### src/rtl/hp_slot_pkg.sv
package hp_slot_pkg;
    typedef enum logic [1:0] {
        HP_IDLE   = 2'd0,
        HP_INSERT = 2'd1,
        HP_REMOVE = 2'd2,
        HP_REFUSE = 2'd3
    } hp_state_e;

    localparam logic [1:0] SEL_CAP = 2'd0;
    localparam logic [1:0] SEL_CTL = 2'd1;
    localparam logic [1:0] SEL_STS = 2'd2;

    localparam int unsigned NUM_EV    = 3;   // button, presence change, command done
    localparam int unsigned REG_W     = 16;
    localparam int unsigned LANES     = REG_W / 8;
    localparam int unsigned CTL_HPIE  = 3;
    localparam int unsigned CTL_LOCK  = 8;
    localparam int unsigned STS_PRES  = 3;
    localparam int unsigned STS_LOCK  = 4;
    localparam logic [1:0]  IND_OFF   = 2'b11;
    localparam logic [15:0] CTL_STORE = 16'h00FF;
endpackage

### src/rtl/hp_req_fsm.sv
module hp_req_fsm
    import hp_slot_pkg::*;
(
    input  logic clk,
    input  logic rst_n,
    input  logic req_valid,
    input  logic req_insert,
    input  logic lock_on,
    output logic ready,
    output logic do_insert,
    output logic do_remove,
    output logic busy
);
    hp_state_e state_q, state_d;

    always_ff @(posedge clk or negedge rst_n) begin
        if (!rst_n) state_q <= HP_IDLE;
        else        state_q <= state_d;
    end

    always_comb begin
        state_d = state_q;
        unique case (state_q)
            HP_IDLE: begin
                if (req_valid) begin
                    if (lock_on)         state_d = HP_REFUSE;   // T_LOCKED
                    else if (req_insert) state_d = HP_INSERT;   // T_ACCEPT_INS
                    else                 state_d = HP_REMOVE;   // T_ACCEPT_REM
                end
            end
            HP_INSERT, HP_REMOVE, HP_REFUSE: state_d = HP_IDLE; // T_DONE
            default: state_d = HP_IDLE;
        endcase
    end

    always_comb begin
        ready     = 1'b0;
        do_insert = 1'b0;
        do_remove = 1'b0;
        busy      = 1'b0;
        unique case (state_q)
            HP_IDLE:   ready     = 1'b1;
            HP_INSERT: do_insert = 1'b1;
            HP_REMOVE: do_remove = 1'b1;
            HP_REFUSE: busy      = 1'b1;
            default:   ready     = 1'b0;
        endcase
    end
endmodule

### src/rtl/hp_slot_regs.sv
module hp_slot_regs
    import hp_slot_pkg::*;
#(
    parameter bit PRES_INIT = 1'b0
) (
    input  logic              clk,
    input  logic              rst_n,
    input  logic              wr_en,
    input  logic [1:0]        wr_sel,
    input  logic [REG_W-1:0]  wdata,
    input  logic [LANES-1:0]  be,
    input  logic              btn_ev,
    input  logic              do_insert,
    input  logic              do_remove,
    output logic [REG_W-1:0]  ctl_q,
    output logic [REG_W-1:0]  ctl_nx,
    output logic [REG_W-1:0]  sts_q,
    output logic [REG_W-1:0]  sts_nx,
    output logic [NUM_EV-1:0] ev,
    output logic              ctl_touch
);
    localparam logic [REG_W-1:0] CTL_RST = {8'h00, IND_OFF, IND_OFF, 4'h0};
    localparam logic [REG_W-1:0] STS_RST = REG_W'(PRES_INIT) << STS_PRES;

    logic [REG_W-1:0]  lane_mask;
    logic [REG_W-1:0]  ctl_wmask;
    logic              lock_flip;
    logic [NUM_EV-1:0] clr;
    logic [NUM_EV-1:0] ev_bits;
    logic              pres_nx;
    logic              lock_nx;

    for (genvar g = 0; g < LANES; g++) begin : g_lane
        assign lane_mask[g*8 +: 8] = {8{be[g]}};
    end

    assign ctl_touch = wr_en && (wr_sel == SEL_CTL) && (|be);
    assign ctl_wmask = lane_mask & CTL_STORE;
    assign ctl_nx    = ctl_touch ? ((ctl_q & ~ctl_wmask) | (wdata & ctl_wmask)) : ctl_q;
    assign lock_flip = ctl_touch && be[CTL_LOCK/8] && wdata[CTL_LOCK];

    assign clr = (wr_en && (wr_sel == SEL_STS) && be[0]) ? wdata[NUM_EV-1:0] : '0;
    assign ev  = {ctl_touch, (do_insert | do_remove), btn_ev};

    assign ev_bits = (sts_q[NUM_EV-1:0] & ~clr) | ev;
    assign pres_nx = do_insert ? 1'b1 : (do_remove ? 1'b0 : sts_q[STS_PRES]);
    assign lock_nx = sts_q[STS_LOCK] ^ lock_flip;

    always_comb begin
        sts_nx                 = '0;
        sts_nx[NUM_EV-1:0]     = ev_bits;
        sts_nx[STS_PRES]       = pres_nx;
        sts_nx[STS_LOCK]       = lock_nx;
    end

    always_ff @(posedge clk or negedge rst_n) begin
        if (!rst_n) begin
            ctl_q <= CTL_RST;
            sts_q <= STS_RST;
        end else begin
            ctl_q <= ctl_nx;
            sts_q <= sts_nx;
        end
    end
endmodule

### src/rtl/hp_slot_notify.sv
module hp_slot_notify
    import hp_slot_pkg::*;
#(
    parameter int unsigned VEC_W = 5
) (
    input  logic              clk,
    input  logic              rst_n,
    input  logic              msi_mode,
    input  logic [VEC_W-1:0]  msi_vector,
    input  logic [NUM_EV-1:0] en_q,
    input  logic [NUM_EV:0]   en_nx,
    input  logic              ctl_touch,
    input  logic [NUM_EV-1:0] sts_old,
    input  logic [NUM_EV-1:0] sts_new,
    input  logic [NUM_EV-1:0] ev,
    output logic              msg_valid,
    output logic [VEC_W-1:0]  msg_vector,
    output logic              irq_level
);
    logic              hpie;
    logic [NUM_EV-1:0] ev_en;
    logic [NUM_EV-1:0] fresh;
    logic [NUM_EV-1:0] rearm;
    logic              fire;
    logic              level;

    assign hpie  = en_nx[CTL_HPIE];
    assign ev_en = en_nx[NUM_EV-1:0];
    assign fresh = ev & ~sts_old & ev_en;
    assign rearm = ctl_touch ? (ev_en & ~en_q & sts_old) : '0;
    assign fire  = msi_mode && hpie && (|(fresh | rearm));
    assign level = !msi_mode && hpie && (|(ev_en & sts_new));

    always_ff @(posedge clk or negedge rst_n) begin
        if (!rst_n) begin
            msg_valid  <= 1'b0;
            msg_vector <= '0;
            irq_level  <= 1'b0;
        end else begin
            msg_valid  <= fire;
            msg_vector <= fire ? msi_vector : msg_vector;
            irq_level  <= level;
        end
    end
endmodule

### src/rtl/hp_slot_ctrl.sv
module hp_slot_ctrl
    import hp_slot_pkg::*;
#(
    parameter int unsigned SLOT_W    = 13,
    parameter logic [12:0] SLOT_NUM  = 13'd1,
    parameter int unsigned VEC_W     = 5,
    parameter bit          PRES_INIT = 1'b0
) (
    input  logic             clk,
    input  logic             rst_n,
    input  logic             cfg_wr_en,
    input  logic [1:0]       cfg_wr_sel,
    input  logic [15:0]      cfg_wdata,
    input  logic [1:0]       cfg_be,
    input  logic [1:0]       cfg_rd_sel,
    output logic [31:0]      cfg_rdata,
    input  logic             btn_press,
    input  logic             hp_req_valid,
    input  logic             hp_req_insert,
    output logic             hp_req_ready,
    output logic             hp_ack,
    output logic             hp_busy,
    input  logic             msi_mode,
    input  logic [VEC_W-1:0] msi_vector,
    output logic             msg_valid,
    output logic [VEC_W-1:0] msg_vector,
    output logic             irq_level
);
    localparam int unsigned CAP_FLAGS = 6;
    localparam logic [31:0] CAP_VAL =
        (32'(SLOT_NUM[SLOT_W-1:0]) << (32 - SLOT_W)) | 32'((1 << CAP_FLAGS) - 1);

    logic [REG_W-1:0]  ctl_q, ctl_nx, sts_q, sts_nx;
    logic [NUM_EV-1:0] ev;
    logic              ctl_touch;
    logic              do_insert, do_remove;

    hp_req_fsm u_fsm (
        .clk        (clk),
        .rst_n      (rst_n),
        .req_valid  (hp_req_valid),
        .req_insert (hp_req_insert),
        .lock_on    (sts_q[STS_LOCK]),
        .ready      (hp_req_ready),
        .do_insert  (do_insert),
        .do_remove  (do_remove),
        .busy       (hp_busy)
    );

    assign hp_ack = do_insert | do_remove;

    hp_slot_regs #(.PRES_INIT(PRES_INIT)) u_regs (
        .clk       (clk),
        .rst_n     (rst_n),
        .wr_en     (cfg_wr_en),
        .wr_sel    (cfg_wr_sel),
        .wdata     (cfg_wdata),
        .be        (cfg_be),
        .btn_ev    (btn_press),
        .do_insert (do_insert),
        .do_remove (do_remove),
        .ctl_q     (ctl_q),
        .ctl_nx    (ctl_nx),
        .sts_q     (sts_q),
        .sts_nx    (sts_nx),
        .ev        (ev),
        .ctl_touch (ctl_touch)
    );

    hp_slot_notify #(.VEC_W(VEC_W)) u_notify (
        .clk        (clk),
        .rst_n      (rst_n),
        .msi_mode   (msi_mode),
        .msi_vector (msi_vector),
        .en_q       (ctl_q[NUM_EV-1:0]),
        .en_nx      (ctl_nx[NUM_EV:0]),
        .ctl_touch  (ctl_touch),
        .sts_old    (sts_q[NUM_EV-1:0]),
        .sts_new    (sts_nx[NUM_EV-1:0]),
        .ev         (ev),
        .msg_valid  (msg_valid),
        .msg_vector (msg_vector),
        .irq_level  (irq_level)
    );

    always_comb begin
        unique case (cfg_rd_sel)
            SEL_CAP: cfg_rdata = CAP_VAL;
            SEL_CTL: cfg_rdata = {16'h0000, ctl_q};
            SEL_STS: cfg_rdata = {16'h0000, sts_q};
            default: cfg_rdata = '0;
        endcase
    end
endmodule

### config.mk
export PLATFORM = sky130hd
export DESIGN_NAME = hp_slot_ctrl
export DESIGN_NICKNAME = d
export VERILOG_FILES = /design/src/rtl/hp_slot_pkg.sv /design/src/rtl/hp_req_fsm.sv /design/src/rtl/hp_slot_regs.sv /design/src/rtl/hp_slot_notify.sv /design/src/rtl/hp_slot_ctrl.sv
export SDC_FILE = /design/constraint.sdc
export NUM_CORES = 1
export LEC_CHECK = 0
export BUFFER_PORTS_ARGS = -buffer_cell sky130_fd_sc_hd__buf_2
export CAP_MARGIN = 5
export CORE_ASPECT_RATIO = 0.9
export CORE_MARGIN = 2
export CORE_UTILIZATION = 35
export CTS_CLUSTER_DIAMETER = 40
export DETAILED_ROUTE_END_ITERATION = 16
export GPL_TIMING_DRIVEN = 0
export PLACE_DENSITY_LB_ADDON = 0.25
export SETUP_SLACK_MARGIN = 0.15
export SYNTH_ARGS = -nofsm -noshare
export SYNTH_HDL_FRONTEND = slang
export SYNTH_SLANG_ARGS = --single-unit
### constraint.sdc
create_clock -name clk -period 2.6 [get_ports clk]
set_input_delay 0.26 -clock clk [delete_from_list [all_inputs] [get_ports clk]]
set_output_delay 0.26 -clock clk [all_outputs]
set_load 0.05 [all_outputs]
==> impl_results.md <==
* Status: complete, no violations
* CP Data Required Time at between 2 and 3 ns
* Total CTS buffers at 3
* Dpl hpwl at between 2000 and 2500 um
* Fmax at between 0.5 and 0.6 GHz
* Synth Area per Inst at between 10 and 15 um^2
* Placed cell count at approximately 240
* Postcts setup bufs at 0
* PortBufs at 43
* Final period util at 68.3%
* GP Congestion at 0.732
* Die W at 69.4 um
* Crit-path cells: inv_1 > ha_1 > a32oi_2 > a21oi_2 > mux2_2
* #FFs+latches synth at 22
* Placeable Area at 0.00370 mm^2
* Initial antenna violation count at 0
* CP Buf/Inv Count at 1
* Slowest stage delay, CP at roughly 0.38 ns
* Clock transition at path regs at 0.08 ns
* Max Root-Sink Buffers at 2
* Warnings, synthesis at 0
* Gr usage total at about an eighth
* Setup Viol. Count Final at 0
* Vias in the first global route at between 900 and 1000
* Top FF cell, synth: dfrtp_1
* H-tree levels at 1
* Worst Setup End Kind: register
* DR iter-0 viols at 23
* Crit-path leading delay family: compound AO/OA/AOI/OAI gates
* Post-CTS sizing at 0
* Register area at 556 um^2
* Critical path type: reg2reg
* Peak VDD IR at 0.407 mV
* First-pass GRT wire length at 4360 um
* Synth async-reset ratio at 100%
* Slowest cell on crit path: dfrtp_1
* Pins Over Slew Limit at 0
* Synth area leader: dfrtp_1
* Area delta synth->final at 32.4%
* Min-delay worst type: in2reg
* CTS sink count at 22
* Register area share after synthesis at 41.3%
* Count leader, synth: buf_4
* Global route overflow at 0
* Final wirelength at roughly 2600 um
* Post-synth top area share at about a third
* Die footprint at 0.00436 mm^2
* Final Non-Filler Cells at 244
* Arr. time, crit path at between 1.5 and 2 ns
* Skew final at approximately 0.00093 ns
* Most frequent cells after synthesis: 24 x buf_4, 18 x dfrtp_1, 13 x mux2_2, 8 x nand2_1, 7 x a21oi_1
* Power, Total at about 1.6 mW
* LEAKAGE at 0.951 nW
* Nets at between 200 and 250
* Count of cell types in the netlist at 31
* Fin. Hold Viols at 0
* Max Cap Viol at 0
* Synth top area cells: dfrtp_1 33%, buf_4 13%, mux2_2 11%
* Crit start category: register
* Multi-input combinational cell area at around 660 um^2
* Post-Synthesis Cell Area at approximately 0.0013 mm^2
* DIE HEIGHT at 62.8 um
* Setup_tns at 0 ns
* DR DRC count at 0
* Vias per cell at roughly 4.4
* Maximum fanout along the worst path at 6
* Fill count at 375
* Mapped Cells at ~130
* # diodes at 0
* Pin count of the biggest net entering global routing at 23
* Pwr Density at 913 mW/mm^2
* Total number of vias at approximately 1100
* Clock latency on the worst-skew pair at around 0.26 ns
* CTS tree: yes
* Starting density of the core at roughly 36%
* Post-synth EDFFs at 0
* Remaining antenna violation count at 0
* # rows at 21
* Layout cells sized above 1 at approximately 47%
* # IOs at 76
* Minimum clock period at 1.78 ns
* Total iterations of the first detailed-routing run at 4
* RSZ-0062 raised after global routing: false
* WL/cell at approximately 11 um
* Root Buffer: clkbuf_8
-- timing repair --
item	CTS	global route
endpoints found under the setup margin	0	0
hold buffers	1	0
endpoints found under the hold margin	18	0
-- metal layers --
| metal | vias up | wire (um) | GRT usage, % |
|---|---|---|---|
| met3 | 2 | 202 | 2.74 |
| li1 | 536 | - | - |
| met1 | 495 | 1230 | 16.7 |
| met5 | - | 0 | 0 |
| met4 | 0 | 19 | 3.68 |
| met2 | 40 | 1170 | 19.5 |
-- worst register-to-register path, stage by stage, from the launching register on --
cell	delay, ns
dfrtp_1	0.38
inv_1	0.07
ha_1	0.37
a32oi_2	0.13
a21oi_2	0.34
mux2_2	0.38
-- layout make-up --
cell class                 count  share of cell area, %
multi-input combinational     96                   37.2
sequential                    22                   31.2
timing repair buffer          44                   12.6
buffer                        26                   10.5
tap                           46                   3.23
clock buffer                   3                   2.32
clock inverter                 1                   1.68
inverter                       6                   1.26
-- through the flow --
step	setup WS, ns	utilization, %	cell area (um^2)	hold WS, ns
finish	0.824	48.1	1780	0.197
global route	0.710	48.1	1780	0.201
CTS	0.817	48.1	1780	0.195
detailed placement	0.709	45.9	1700	0.256
global placement	0.724	45.9	1700	0.252
floorplan	0.649	-	1430	-0.0356
-- logic make-up after synthesis --
kind of cell | Yosys count | synth area share (%)
buffers and inverters | 32 | 15.6
AND/OR/NAND/NOR | 28 | 13.3
AO/OA/AOI/OAI | 25 | 12.6
flip-flops | 22 | 41.3
multiplexers | 16 | 13.5
adder cells (fa/ha/maj) | 3 | 2.79
other | 1 | 0.279
XOR/XNOR | 1 | 0.651
-- layout by cell type (no fill, tap or decap), drive strengths merged, types with 3 or more instances in the layout --
cell type,count
a21o,4
a21oi,8
ha,3
nor2b,5
dfstp,4
conb,23
o21ai,5
inv,6
nor2,3
mux2,14
nand2,8
nand2b,6
buf,67
clkbuf,5
dfrtp,18
-- final timing paths --
check                                  startpoint                endpoint  slack (ns)  cells after the start
setup / recovery                 u_fsm.state_q[1]  u_notify.msg_vector[2]        0.82                      5
hold / removal                      hp_req_insert        u_fsm.state_q[1]        0.20                      2
setup reg to reg                 u_fsm.state_q[1]  u_notify.msg_vector[2]        0.82                      5
hold reg to reg            u_notify.msg_vector[1]  u_notify.msg_vector[1]        0.50                      1
max in group asynchronous                   rst_n               async pin        1.76                      2
min in group asynchronous                   rst_n  u_notify.msg_vector[1]        0.48                      2
-- power by group --
part | internal [mW] | leakage [nW] | switching [mW]
logic | 0.236 | 0.658 | 0.554
clock network | 0.206 | 0.0357 | 0.112
registers | 0.454 | 0.257 | 0.0653
(Power assumes the default switching activity.)
